File: config.mk
export PLATFORM = sky130hd
export DESIGN_NAME = serial_rx_x8
export DESIGN_NICKNAME = d
export VERILOG_FILES = /design/src/rtl/serial_rx_pkg.sv /design/src/rtl/serial_rx_sync.sv /design/src/rtl/serial_rx_framer.sv /design/src/rtl/serial_rx_holder.sv /design/src/rtl/serial_rx_x8.sv
export SDC_FILE = /design/constraint.sdc
export NUM_CORES = 1
export LEC_CHECK = 0
export CORE_MARGIN = 4
export CORE_UTILIZATION = 55
export DETAILED_ROUTE_END_ITERATION = 7
export DONT_BUFFER_PORTS = 1
export PLACE_DENSITY = 0.67
export RECOVER_POWER = 100
export SLEW_MARGIN = 20
export SYNTH_ARGS = -nofsm -noshare
export SYNTH_HDL_FRONTEND = slang
export SYNTH_HIERARCHICAL = 1
export SYNTH_SLANG_ARGS = --single-unit
File: constraint.sdc
create_clock -name clk -period 5.55 [get_ports clk]
set_clock_uncertainty 0.2 [all_clocks]
set_input_delay 0.2775 -clock clk [delete_from_list [all_inputs] [get_ports clk]]
set_output_delay 0.2775 -clock clk [all_outputs]
set_load 0.03 [all_outputs]
File: src/rtl/serial_rx_pkg.sv
package serial_rx_pkg;
   typedef enum logic [1:0] {
      RX_IDLE    = 2'd0,
      RX_CONFIRM = 2'd1,
      RX_SHIFT   = 2'd2
   } rx_state_t;
endpackage

File: src/rtl/serial_rx_sync.sv
module serial_rx_sync #(
   parameter int STAGES = 2
) (
   input  logic clk,
   input  logic rst_n,
   input  logic din,
   output logic dout
);
   generate
      if (STAGES < 2) begin : g_bad_stages
         $error("serial_rx_sync: STAGES must be at least 2");
      end
   endgenerate

   logic [STAGES-1:0] chain_q;

   always_ff @(posedge clk or negedge rst_n) begin
      if (!rst_n) chain_q <= '1;
      else        chain_q <= {chain_q[STAGES-2:0], din};
   end

   assign dout = chain_q[STAGES-1];
endmodule

File: src/rtl/serial_rx_framer.sv
module serial_rx_framer
   import serial_rx_pkg::*;
#(
   parameter int DATA_W    = 8,
   parameter int OVS       = 8,
   parameter int START_LOW = 4,
   parameter bit LSB_FIRST = 1'b1
) (
   input  logic              clk,
   input  logic              rst_n,
   input  logic              tick,
   input  logic              line_s,
   output logic              load,
   output logic [DATA_W-1:0] shreg
);
   localparam int TW = (OVS > 2) ? $clog2(OVS) : 1;
   localparam int BW = $clog2(DATA_W + 1);
   localparam logic [TW-1:0] T_LAST  = TW'(OVS - 1);
   localparam logic [TW-1:0] T_START = TW'(START_LOW - 1);
   localparam logic [BW-1:0] B_STOP  = BW'(DATA_W);

   generate
      if (START_LOW < 2 || START_LOW > OVS) begin : g_bad_start
         $error("serial_rx_framer: START_LOW must lie in 2..OVS");
      end
      if (DATA_W < 2) begin : g_bad_width
         $error("serial_rx_framer: DATA_W must be at least 2");
      end
   endgenerate

   rx_state_t         state;
   logic [TW-1:0]     tcnt;
   logic [BW-1:0]     bidx;
   logic [DATA_W-1:0] shreg_nxt;
   logic              bit_slot;

   generate
      if (LSB_FIRST) begin : g_lsb_first
         assign shreg_nxt = {line_s, shreg[DATA_W-1:1]};
      end else begin : g_msb_first
         assign shreg_nxt = {shreg[DATA_W-2:0], line_s};
      end
   endgenerate

   assign bit_slot = tick && (state == RX_SHIFT) && (tcnt == T_LAST);
   assign load     = bit_slot && (bidx == B_STOP);

   always_ff @(posedge clk or negedge rst_n) begin
      if (!rst_n) begin
         state <= RX_IDLE;
         tcnt  <= '0;
         bidx  <= '0;
         shreg <= '0;
      end else if (tick) begin
         unique case (state)
            RX_IDLE: begin
               if (!line_s) begin
                  state <= RX_CONFIRM;
                  tcnt  <= TW'(1);
               end
            end
            RX_CONFIRM: begin
               if (line_s) begin
                  state <= RX_IDLE;
                  tcnt  <= '0;
               end else if (tcnt == T_START) begin
                  state <= RX_SHIFT;
                  tcnt  <= '0;
                  bidx  <= '0;
               end else begin
                  tcnt <= tcnt + 1'b1;
               end
            end
            RX_SHIFT: begin
               if (tcnt == T_LAST) begin
                  tcnt <= '0;
                  if (bidx == B_STOP) begin
                     state <= RX_IDLE;
                  end else begin
                     shreg <= shreg_nxt;
                     bidx  <= bidx + 1'b1;
                  end
               end else begin
                  tcnt <= tcnt + 1'b1;
               end
            end
            default: state <= RX_IDLE;
         endcase
      end
   end

   // framing state only moves on a strobe
   p_hold_without_tick_r11: assert property (@(posedge clk) disable iff (!rst_n)
      !tick |=> ($stable(state) && $stable(tcnt) && $stable(bidx)));

   // a high sample during confirmation abandons the start
   p_false_start_r3: assert property (@(posedge clk) disable iff (!rst_n)
      (tick && state == RX_CONFIRM && line_s) |=> (state == RX_IDLE));

   // confirmation is entered only from a low sample in idle
   p_confirm_entry_r3: assert property (@(posedge clk) disable iff (!rst_n)
      (state == RX_IDLE) ##1 (state == RX_CONFIRM) |-> $past(tick && !line_s));

   // shift register moves only on a data-bit slot
   p_shift_on_slot_r4: assert property (@(posedge clk) disable iff (!rst_n)
      !bit_slot |=> $stable(shreg));
endmodule

File: src/rtl/serial_rx_holder.sv
module serial_rx_holder #(
   parameter int DATA_W = 8
) (
   input  logic              clk,
   input  logic              rst_n,
   input  logic              load,
   input  logic [DATA_W-1:0] din,
   input  logic              rd_data,
   input  logic              rd_stat,
   output logic [DATA_W-1:0] dout,
   output logic              full,
   output logic              ovr
);
   always_ff @(posedge clk or negedge rst_n) begin
      if (!rst_n) begin
         dout <= '0;
         full <= 1'b0;
         ovr  <= 1'b0;
      end else begin
         if (load) dout <= din;
         full <= load ? 1'b1 : (rd_data ? 1'b0 : full);
         ovr  <= (load && full && !rd_data) ? 1'b1 : (rd_stat ? 1'b0 : ovr);
      end
   end

   p_load_sets_full_r6: assert property (@(posedge clk) disable iff (!rst_n)
      load |=> (full && dout == $past(din)));

   p_read_clears_full_r7: assert property (@(posedge clk) disable iff (!rst_n)
      (rd_data && !load) |=> !full);

   p_overrun_set_r8: assert property (@(posedge clk) disable iff (!rst_n)
      (load && full && !rd_data) |=> ovr);

   p_overrun_sticky_r9: assert property (@(posedge clk) disable iff (!rst_n)
      (ovr && !rd_stat) |=> ovr);
endmodule

File: src/rtl/serial_rx_x8.sv
module serial_rx_x8 #(
   parameter int DATA_W      = 8,
   parameter int OVS         = 8,
   parameter int START_LOW   = 4,
   parameter int SYNC_STAGES = 2,
   parameter bit LSB_FIRST   = 1'b1
) (
   input  logic              clk,
   input  logic              rst_n,
   input  logic              rx_in,
   input  logic              tick_x8,
   input  logic              host_rd_data,
   input  logic              host_rd_stat,
   output logic [DATA_W-1:0] rx_byte,
   output logic              byte_full,
   output logic              overrun
);
   logic              line_s;
   logic              load;
   logic [DATA_W-1:0] shreg;

   serial_rx_sync #(.STAGES(SYNC_STAGES)) u_sync (
      .clk  (clk),
      .rst_n(rst_n),
      .din  (rx_in),
      .dout (line_s)
   );

   serial_rx_framer #(
      .DATA_W   (DATA_W),
      .OVS      (OVS),
      .START_LOW(START_LOW),
      .LSB_FIRST(LSB_FIRST)
   ) u_framer (
      .clk   (clk),
      .rst_n (rst_n),
      .tick  (tick_x8),
      .line_s(line_s),
      .load  (load),
      .shreg (shreg)
   );

   serial_rx_holder #(.DATA_W(DATA_W)) u_holder (
      .clk    (clk),
      .rst_n  (rst_n),
      .load   (load),
      .din    (shreg),
      .rd_data(host_rd_data),
      .rd_stat(host_rd_stat),
      .dout   (rx_byte),
      .full   (byte_full),
      .ovr    (overrun)
   );

   // outputs are clear in the first cycle after reset
   p_reset_clear_r1: assert property (@(posedge clk)
      $rose(rst_n) |-> (!byte_full && !overrun && rx_byte == '0));
endmodule

### Word-level counts from Yosys, hierarchy flattened

Cells that the tools add are included.

| cells by class | value |
|---|---|
| add/subtract/negate cells | 2 |
| mux-type cells | 20 |
| reductions and logical operators | 15 |
| equality and inequality tests | 12 |
| bitwise logic cells | 1 |

Operator list:

| operator | number |
|---|---|
| 4-bit two-way mux | 4 |
| 3-bit two-way mux | 4 |
| 2-bit two-way mux | 5 |
| 2-bit inequality test (second input constant) | 5 |
| 3-bit case mux with 3 select lines | 1 |
| 4-bit case mux with 2 select lines | 1 |
| 2-bit case mux with 3 select lines | 1 |
| 6-bit AND reduction | 1 |
| 2-bit nonzero test | 3 |
| 1-bit logical AND | 5 |
| 5-bit AND reduction | 1 |
| 4-bit by 1-bit adder with 4-bit output (second input constant) | 1 |
| 4-bit == test (second input constant) | 1 |
| 1-bit two-way mux | 4 |
| 4-bit AND reduction | 1 |
| 3-bit by 1-bit adder with 3-bit output (second input constant) | 1 |
| 3-bit by 2-bit == test with 1-bit output (second input constant) | 1 |
| 3-bit == test (second input constant) | 1 |
| 3-bit by 2-bit inequality test with 1-bit output (second input constant) | 1 |
| 3-bit AND reduction | 1 |
| 3-bit nonzero test | 1 |
| 2-bit by 1-bit == test with 1-bit output (second input constant) | 1 |
| 2-bit == test (second input constant) | 1 |
| 2-bit logical NOT | 1 |
| 3 further kinds | 3 |

| word-level totals | value |
|---|---|
| output and inout port bits | 10 |
| register bits | 29 |
| logic and storage cells | 58 |
| bits of input ports | 6 |

### Longest topological paths before layout

Gate-level depths: netlist of the first run.

| depth | value |
|---|---|
| word-level depth | 7 |
| mapped depth | 7 |
| gate-level depth less buffers | 7 |

### Modules after synthesis

The synthesis of the first run kept the hierarchy.

Modules (own cells, without submodules):

| module | area an instance (um^2) | cells an instance | times used | seq. area each (um^2) |
|---|---|---|---|---|
| serial_rx_framer | 964.7 | 89 | 1 | 425.4 |
| serial_rx_holder | 407.9 | 23 | 1 | 250.2 |
| serial_rx_sync | 52.6 | 2 | 1 | 52.6 |

### Worst setup path after synthesis of the first run

OpenSTA, ideal clock, no wires.

| path | value |
|---|---|
| path type | reg2reg |
| start point | reg u_framer.state[0] |
| end point | reg u_framer.bidx[0] |
| stages on the path, launching flop included | 7 |
| required time | 5281 ps |
| path buffers | 0 |
| arrival | 1696 ps |
| setup time | 69 ps |
| setup slack | 3585 ps |
| period minus slack after synthesis | 1965 ps |
| cell sequence | dfrtp_1 inv_1 ha_1 nor4b_2 o211ai_2 or4b_1 nand3_1 |

| between the ends | value |
|---|---|
| word-level cells in the longest chain between the ends | 3 |
| elaborated cells on any way between the ends | 9 |
| those cells by class | eq/ne (6); mux (1); reduce/logical (2) |

RTL lines:

| element | line | RTL |
|---|---|---|
| from (decl) | serial_rx_framer.sv:31 | `rx_state_t state;` |
| from (signal assigned) | serial_rx_framer.sv:50 | `state <= RX_IDLE;` |
| from (signal assigned) | serial_rx_framer.sv:58 | `state <= RX_CONFIRM;` |
| from (signal assigned) | serial_rx_framer.sv:64 | `state <= RX_IDLE;` |
| 2-bit == test / 2-bit by 1-bit == test with 1-bit output (equally long branches) | serial_rx_framer.sv:55 | `unique case (state)` |
| 2-bit inequality test (no source line), or another cell as far along | -- |  |
| 6-bit AND reduction (no source line) | -- |  |
| to (signal assigned) | serial_rx_framer.sv:81 | `bidx <= bidx + 1'b1;` |
| to (decl) | serial_rx_framer.sv:33 | `logic [BW-1:0] bidx;` |

Several ways; a longest one is shown, not always the timed one.
A chain may end at the register's enable or synchronous reset.

### Final worst setup path of the first run

| path | value |
|---|---|
| start point | reg u_framer.state[0] |
| end point | reg u_holder.ovr |

| between the ends | value |
|---|---|
| word-level cells in the longest chain between the ends | 7 |
| elaborated cells on any way between the ends | 8 |
| those cells by class | eq/ne (1); mux (1); reduce/logical (6) |

RTL lines:

| element | line | RTL |
|---|---|---|
| 2-bit == test * | serial_rx_framer.sv:45 | `assign bit_slot = tick && (state == RX_SHIFT) && (tcnt == T_LAST);` |
| 1-bit logical AND * (2 in series) | serial_rx_framer.sv:45 |  |
| 1-bit logical AND * | serial_rx_framer.sv:46 | `assign load = bit_slot && (bidx == B_STOP);` |
| named net load | serial_rx_x8.sv:19 | `logic load;` |
| 1-bit logical AND * (2 in series) | serial_rx_holder.sv:22 | `ovr <= (load && full && !rd_data) ? 1'b1 : (rd_stat ? 1'b0 : ovr);` |
| 1-bit two-way mux / 2-bit nonzero test (equally long branches) | -- |  |
| to (signal assigned) | serial_rx_holder.sv:22 |  |
| to (decl) | serial_rx_holder.sv:12 | `output logic ovr` |

The timed path passes the listed nets; every way through them passes the cells marked *.

==> flow_summary_export.csv, run 1 <==
group,metric,value,unit
run_status,run_status,"complete, no violations",
power_and_ir_drop,powerDensity,388.1,nW/µm²
clock_network,cts_made_buffers,5,
floorplan,initial_core_util,57.53,%
synth,synth.area.top_cells,"dfrtp_1, ha_1, mux2_4, mux2_2, dfstp_2",
floorplan,die_w,58.91,µm
synth,synth_cells,114,
clock_network,cts_root_buf,"clkbuf_4",
setup_path,crit-reg2reg-launch,"u_framer/state[0]$_DFFE_PN0P_",
setup_path,critPathLaunchType,"flip-flop",
power_and_ir_drop,ir_worst_vdd,0.3301,mV
cells_and_area,drive_above_1_share,22.22,%
global_route,grt.overflow.total,0,
job,drv.max_cap_violation_count,0,
synth,synth-xor-area-share,0,%
power_and_ir_drop,p_comb_share,20.9,%
clock_network,cts-htree-levels,2,
sta,setup_viol,0,
power_and_ir_drop,pwr-share-clk,35.5,%
clock_network,insertion_delay,0.33,ns
clock_network,postCtsSetupBuffers,0,
clock_network,clkTransAtPathRegs,0.10,ns
routing,avgRoutedWirePerCell,14.96,µm
global_route,grt_pass1_vias,907,
floorplan,core,2477,µm²
routing,vias_per_cell,5.686,
setup_path,cp_max_fo,15,
power_and_ir_drop,p_leak,0.7756,nW
power_and_ir_drop,swShare,28.28,%
clock_network,cts.path.max_buffers,2,
synth,yosysSeqAreaShare,51.10,%
synth,synth-compound-area-share,8.428,%
clock_network,clock_sinks,29,
clock_network,cts_tree,"yes",
setup_path,endpoint_kind,"flip-flop",
floorplan,pin_count,16,
sta,max_freq,0.3483,GHz
synth,synth_seq_cells,29,
global_route,grt_max_degree,30,
floorplan,num_rows,18,
sta,rsz0062_at_grt,"false",
placement,dpl_cell_area,1448,µm²
synth,synth_top_family_by_area,"multiplexers",
routing,antenna_left,0,
worst_hold_path,hp-start,"u_sync/chain_q[0]$_DFF_PN1_",
worst_hold_path,hp-class,"reg -> reg",
sta,layout_min_cycle_time,2.871,ns
routing,drc_errors,0,
floorplan,dieHeight,58.91,µm
cells_and_area,final_net_count,141,
cells_and_area,syn_to_final_growth,9.482,%
placement,port_buffers,0,
synth,synth-simple-area-share,12.47,%
clock_network,cts_resized,0,
synth,synth_fa_ha_area_share,8.780,%
synth,synth_cell_types,33,
cells_and_area,n_antenna_cell,0,
clock_network,cts_hold_buffers,6,
power_and_ir_drop,p_switching,0.1713,mW
synth,syn_nets,130,
routing,drt_iter0_markers,32,
sta,finalHoldViolations,0,
cells_and_area,multi_input_area,611.8,µm²
power_and_ir_drop,p_int,0.4343,mW
cells_and_area,nFillCells,208,
synth,synth.top_cell.area_share,47.41,%
cells_and_area,register_area,728.2,µm²
synth,netlist_area,1425,µm²
setup_path,worstPathRequired,5.63,ns
worst_hold_path,whs_path_depth,0,
routing,firstDrtPassIters,5,
floorplan,die_area,3470,µm²
routing,vias,887,
sta,drv_slew,0,
cells_and_area,stdcell_area,1560,µm²
setup_path,path_class,"reg -> reg",
sta,worst_slew_pin_slew,1.476,ns
sta,slew_headroom,1.576,%
sta,finalSetupTns,0,ns
global_route,track_usage,16.24,%
global_route,antenna_found_initial,0,
placement,routabilityCongestion,0.7943,
setup_path,crit_arrival,2.95,ns
synth,synth_warnings,6,
setup_path,r2r_cells,6,
setup_path,crit_path_start,"u_framer/state[0]$_DFFE_PN0P_",
power_and_ir_drop,totalPowerFinal,0.6056,mW
synth,yosys.area.top_type,"dfrtp_1",
global_route,grt_pass1_wl,4126,µm
placement,dpl.hpwl,1611,µm
sta,finalCritPeriodShare,51.73,%
power_and_ir_drop,seq_power_share,43.6,%
synth,synthMuxAreaShare,16.33,%
routing,wl,2334,µm
synth,syn_area_per_cell,12.50,µm²
==> area by class of cell <==
cell class | count | area share, %
clock buffers | 5 | 2.406
clock inverters | 3 | 4.170
inverters | 7 | 1.684
multi-input cells | 76 | 39.21
flip-flops and latches | 29 | 46.67
well taps | 30 | 2.406
repair buffers | 6 | 3.448
==> cells in the mapped netlist, drive strengths merged <==
cell type	n
dfrtp	27
mux2	18
ha	10
nand2	9
inv	7
nor2	7
nand3	6
a21oi	3
dfstp	2
nand2b	2
nor2b	2
o211ai	2
o311ai	2
a211o	1
a21bo	1
a21o	1
a22o	1
a32o	1
and3b	1
buf	1
clkbuf	1
nand3b	1
nand4	1
nor4	1
nor4b	1
o2111ai	1
o21a	1
o21ai	1
or2	1
or4b	1
==> path summary, 6_finish.rpt <==
path | endpoint | slack [ns]
worst max-delay path | u_holder/ovr$_DFFE_PN0P_ | 2.68
worst min-delay path | u_sync/chain_q[1]$_DFF_PN1_ | 0.15
min in group asynchronous | u_holder/ovr$_DFFE_PN0P_ | 0.64
worst max register to register | u_holder/ovr$_DFFE_PN0P_ | 2.68
max in group asynchronous | u_framer/shreg[7]$_DFFE_PN0P_ | 3.64
worst min register to register | u_sync/chain_q[1]$_DFF_PN1_ | 0.15
==> per-layer routing <==
metal  part of all wire, %  wire length [µm]  up-vias  global-route usage (%)
met4                   1.8                43        0                   8.738
met1                    47              1101      436                   20.79
met3                   5.2               122        7                   5.921
li1                      -                 -      423                       -
met2                    46              1066       21                   23.82
met5                     0                 0        -                       0
==> state kept, by name, indices dropped and copies added, names as in the netlist <==
signal,count
u_framer/shreg,8
u_holder/dout,8
u_framer/bidx,4
u_framer/tcnt,3
u_framer/state,2
u_sync/chain_q,2
u_holder/full,1
u_holder/ovr,1
==> power groups by stage <==
stage	Clock (mW)	Combinational, mW	Sequential, mW
finish	0.215	0.127	0.264
global route	0.231	0.149	0.269
CTS	0.220	0.132	0.264
detailed placement	0	0.122	0.269
global placement	0	0.119	0.266
floorplan	0	0.0995	0.262
==> worst max-delay path, cell delays in order (launching register included) <==
cell and delay [ns]:
dfrtp_1 0.41, inv_1 0.12, ha_1 0.45, nand4_1 0.17, nor2_1 0.64, a32o_1 0.28
dlygate4sd3_1 0.55
==> cell families (layout without fill, tap and decap cells) <==
logic type,count (synthesis),after routing
and+or+nand+nor,33,33
DFF,29,29
muxes,18,18
AOI/OAI and AO/OA,15,15
adders and majority gates,10,10
buffers and inverters,9,21
==> through the flow <==
step	util, %	hold slack [ns]	std cells	setup WS [ns]
floorplan	-	-0.2181	114	3.585
global placement	58.43	-0.2173	142	2.925
detailed placement	58.43	-0.2173	142	2.828
CTS	65.40	0.006715	156	2.393
global route	62.98	0.1630	156	2.400
finish	62.98	0.1535	156	2.679
==> placed cells by master (no fill, tap or decap), types with 3 or more instances in the layout <==
| master | count |
|---|---|
| inv_1 | 7 |
| nand2_1 | 9 |
| ha_1 | 10 |
| mux2_1 | 3 |
| nand3_1 | 6 |
| dfrtp_1 | 27 |
| mux2_2 | 15 |
| nor2_1 | 7 |
| clkbuf_4 | 5 |
| dlygate4sd3_1 | 5 |
| a21oi_1 | 3 |
(Power assumes the default switching activity.)
==> run 2: changes to the inputs <==
==> constraint.sdc (replaced) <==
create_clock -name clk -period 3 [get_ports clk]
set_clock_uncertainty 0.2 [all_clocks]
set_input_delay 0.15 -clock clk [delete_from_list [all_inputs] [get_ports clk]]
set_output_delay 0.15 -clock clk [all_outputs]
set_load 0.03 [all_outputs]
==> flow_summary_export.csv, run 2 (same netlist as run 1, synthesis figures left out) <==
group,metric,value,unit
placement,dpl.hpwl,1639,µm
clock_network,cts-htree-levels,2,
power_and_ir_drop,p_switching,0.3161,mW
worst_hold_path,hp-class,"in -> reg",
sta,finalSetupTns,0,ns
routing,firstDrtPassIters,4,
sta,slew_headroom,3.718,%
sta,drv_slew,0,
clock_network,cts_made_buffers,5,
routing,wl_met1,1005,µm
sta,max_freq,0.4020,GHz
floorplan,core,2477,µm²
cells_and_area,syn_to_final_growth,11.15,%
floorplan,die_w,58.91,µm
cells_and_area,top_regs,"u_framer/shreg (8), u_holder/dout (8), u_framer/bidx (4)",
routing,avgRoutedWirePerCell,14.85,µm
sta,setup_viol,0,
floorplan,initial_core_util,57.53,%
floorplan,num_rows,18,
clock_network,cts_root_buf,"clkbuf_4",
power_and_ir_drop,ir_worst_vdd,0.6260,mV
global_route,track_usage,16.80,%
routing,drt_iter0_markers,28,
placement,port_buffers,0,
setup_path,path_class,"reg -> reg",
clock_network,clock_sinks,29,
power_and_ir_drop,totalPowerFinal,1.121,mW
routing,drc_errors,0,
setup_path,crit_arrival,2.55,ns
floorplan,dieHeight,58.91,µm
power_and_ir_drop,p_int,0.8049,mW
clock_network,cts.path.max_buffers,2,
routing,wl_met3,129,µm
clock_network,clkTransAtPathRegs,0.09,ns
routing,antenna_left,0,
placement,place_ws,0.7239,ns
power_and_ir_drop,pwr-share-clk,35.0,%
sta,layout_min_cycle_time,2.487,ns
clock_network,cts_tree,"yes",
clock_network,insertion_delay,0.32,ns
placement,routabilityCongestion,0.7833,
routing,wl_met2,1200,µm
cells_and_area,n_antenna_cell,0,
global_route,antenna_found_initial,0,
routing,top_layer_used,"met4",
power_and_ir_drop,p_leak,0.7937,nW
cells_and_area,layout_common_cells,"dfrtp_1, mux2_2, ha_1",
floorplan,die_area,3470,µm²
power_and_ir_drop,powerDensity,707.7,nW/µm²
run_status,run_status,"complete, no violations",
cells_and_area,final_net_count,143,
sta,rsz0062_at_grt,"false",
global_route,grt.overflow.total,0,
cells_and_area,final_common_cell,"dfrtp_1",
sta,worst_slew_pin_slew,1.444,ns
power_and_ir_drop,seq_power_share,43.8,%
global_route,grt_pass1_wl,4312,µm
setup_path,worstPathRequired,3.06,ns
setup_path,critPathLaunchType,"flip-flop",
global_route,grt_pass1_vias,947,
sta,fin_ws,0.5126,ns
global_route,grt_max_degree,30,
floorplan,pin_count,16,
routing,wl,2346,µm
job,drv.max_cap_violation_count,0,
setup_path,endpoint_kind,"flip-flop",
power_and_ir_drop,p_comb_share,21.1,%
setup_path,cp_max_fo,15,
cells_and_area,drive_above_1_share,19.53,%
routing,vias_per_cell,5.766,
sta,finalHoldViolations,0,
power_and_ir_drop,swShare,28.20,%
routing,vias,911,
sta,finalCritPeriodShare,82.91,%
==> run 2: final timing paths <==
path / start / to / slack, ns / cells past startpoint
min in group asynchronous: rst_n / u_framer/bidx[0]$_DFFE_PN0P_ / 0.50 / 2
max: u_framer/state[0]$_DFFE_PN0P_ / u_holder/ovr$_DFFE_PN0P_ / 0.51 / 7
max in group asynchronous: rst_n / u_holder/dout[3]$_DFFE_PN0P_ / 1.25 / 2
max reg2reg: u_framer/state[0]$_DFFE_PN0P_ / u_holder/ovr$_DFFE_PN0P_ / 0.51 / 7
min reg2reg: u_sync/chain_q[0]$_DFF_PN1_ / u_sync/chain_q[1]$_DFF_PN1_ / 0.16 / 0
min: tick_x8 / u_framer/tcnt[1]$_DFFE_PN0P_ / 0.09 / 4
==> run 2: cell type report <==
class | count | area, µm²
clock buffer | 5 | 37.54
clock inverter | 3 | 65.06
fill | 182 | 893.4
inverter | 7 | 26.28
multi-input combinational | 76 | 618.1
sequential | 29 | 728.2
tap | 30 | 37.54
timing repair buffer | 8 | 71.32
==> run 2: critical path, stage by stage, from the launching register on <==
cell           delay (ns)
dfrtp_1              0.42
inv_1                0.12
ha_1                 0.47
nand4_1              0.17
nor2_1               0.12
buf_4                0.19
a32o_1               0.18
dlygate4sd3_1        0.55
==> run 2: repair_timing <==
item                      4_1_cts  5_1_grt
resized for setup               0        0
hold endpoints to repair       36        0
buffers inserted                0        0
hold buffers                    7        0
==> run 2: power groups by stage <==
stage	Clock (mW)	Combinational, mW	Sequential (mW)
after global routing	0.424	0.272	0.500
after floorplan	0	0.184	0.484
final	0.393	0.237	0.491
after detailed placement	0	0.223	0.498
after global placement	0	0.220	0.492
after CTS	0.405	0.245	0.490
==> run 2: per-stage QoR <==
step | area (µm²) | util, % | hold slack (ns) | std cells
after floorplan | 1425 | - | -0.3456 | 114
after global placement | 1455 | 58.74 | -0.3449 | 143
after detailed placement | 1455 | 58.74 | -0.3448 | 143
after CTS | 1638 | 66.11 | 0.04027 | 158
after global routing | 1584 | 63.94 | 0.08719 | 158
final | 1584 | 63.94 | 0.08519 | 158
==> run 2: routing by layer <==
| layer | global-route usage (%) | vias up |
|---|---|---|
| met4 | 4.854 | 0 |
| met5 | 0 | - |
| met1 | 20.39 | 453 |
| met2 | 27.13 | 25 |
| li1 | - | 431 |
| met3 | 7.237 | 2 |
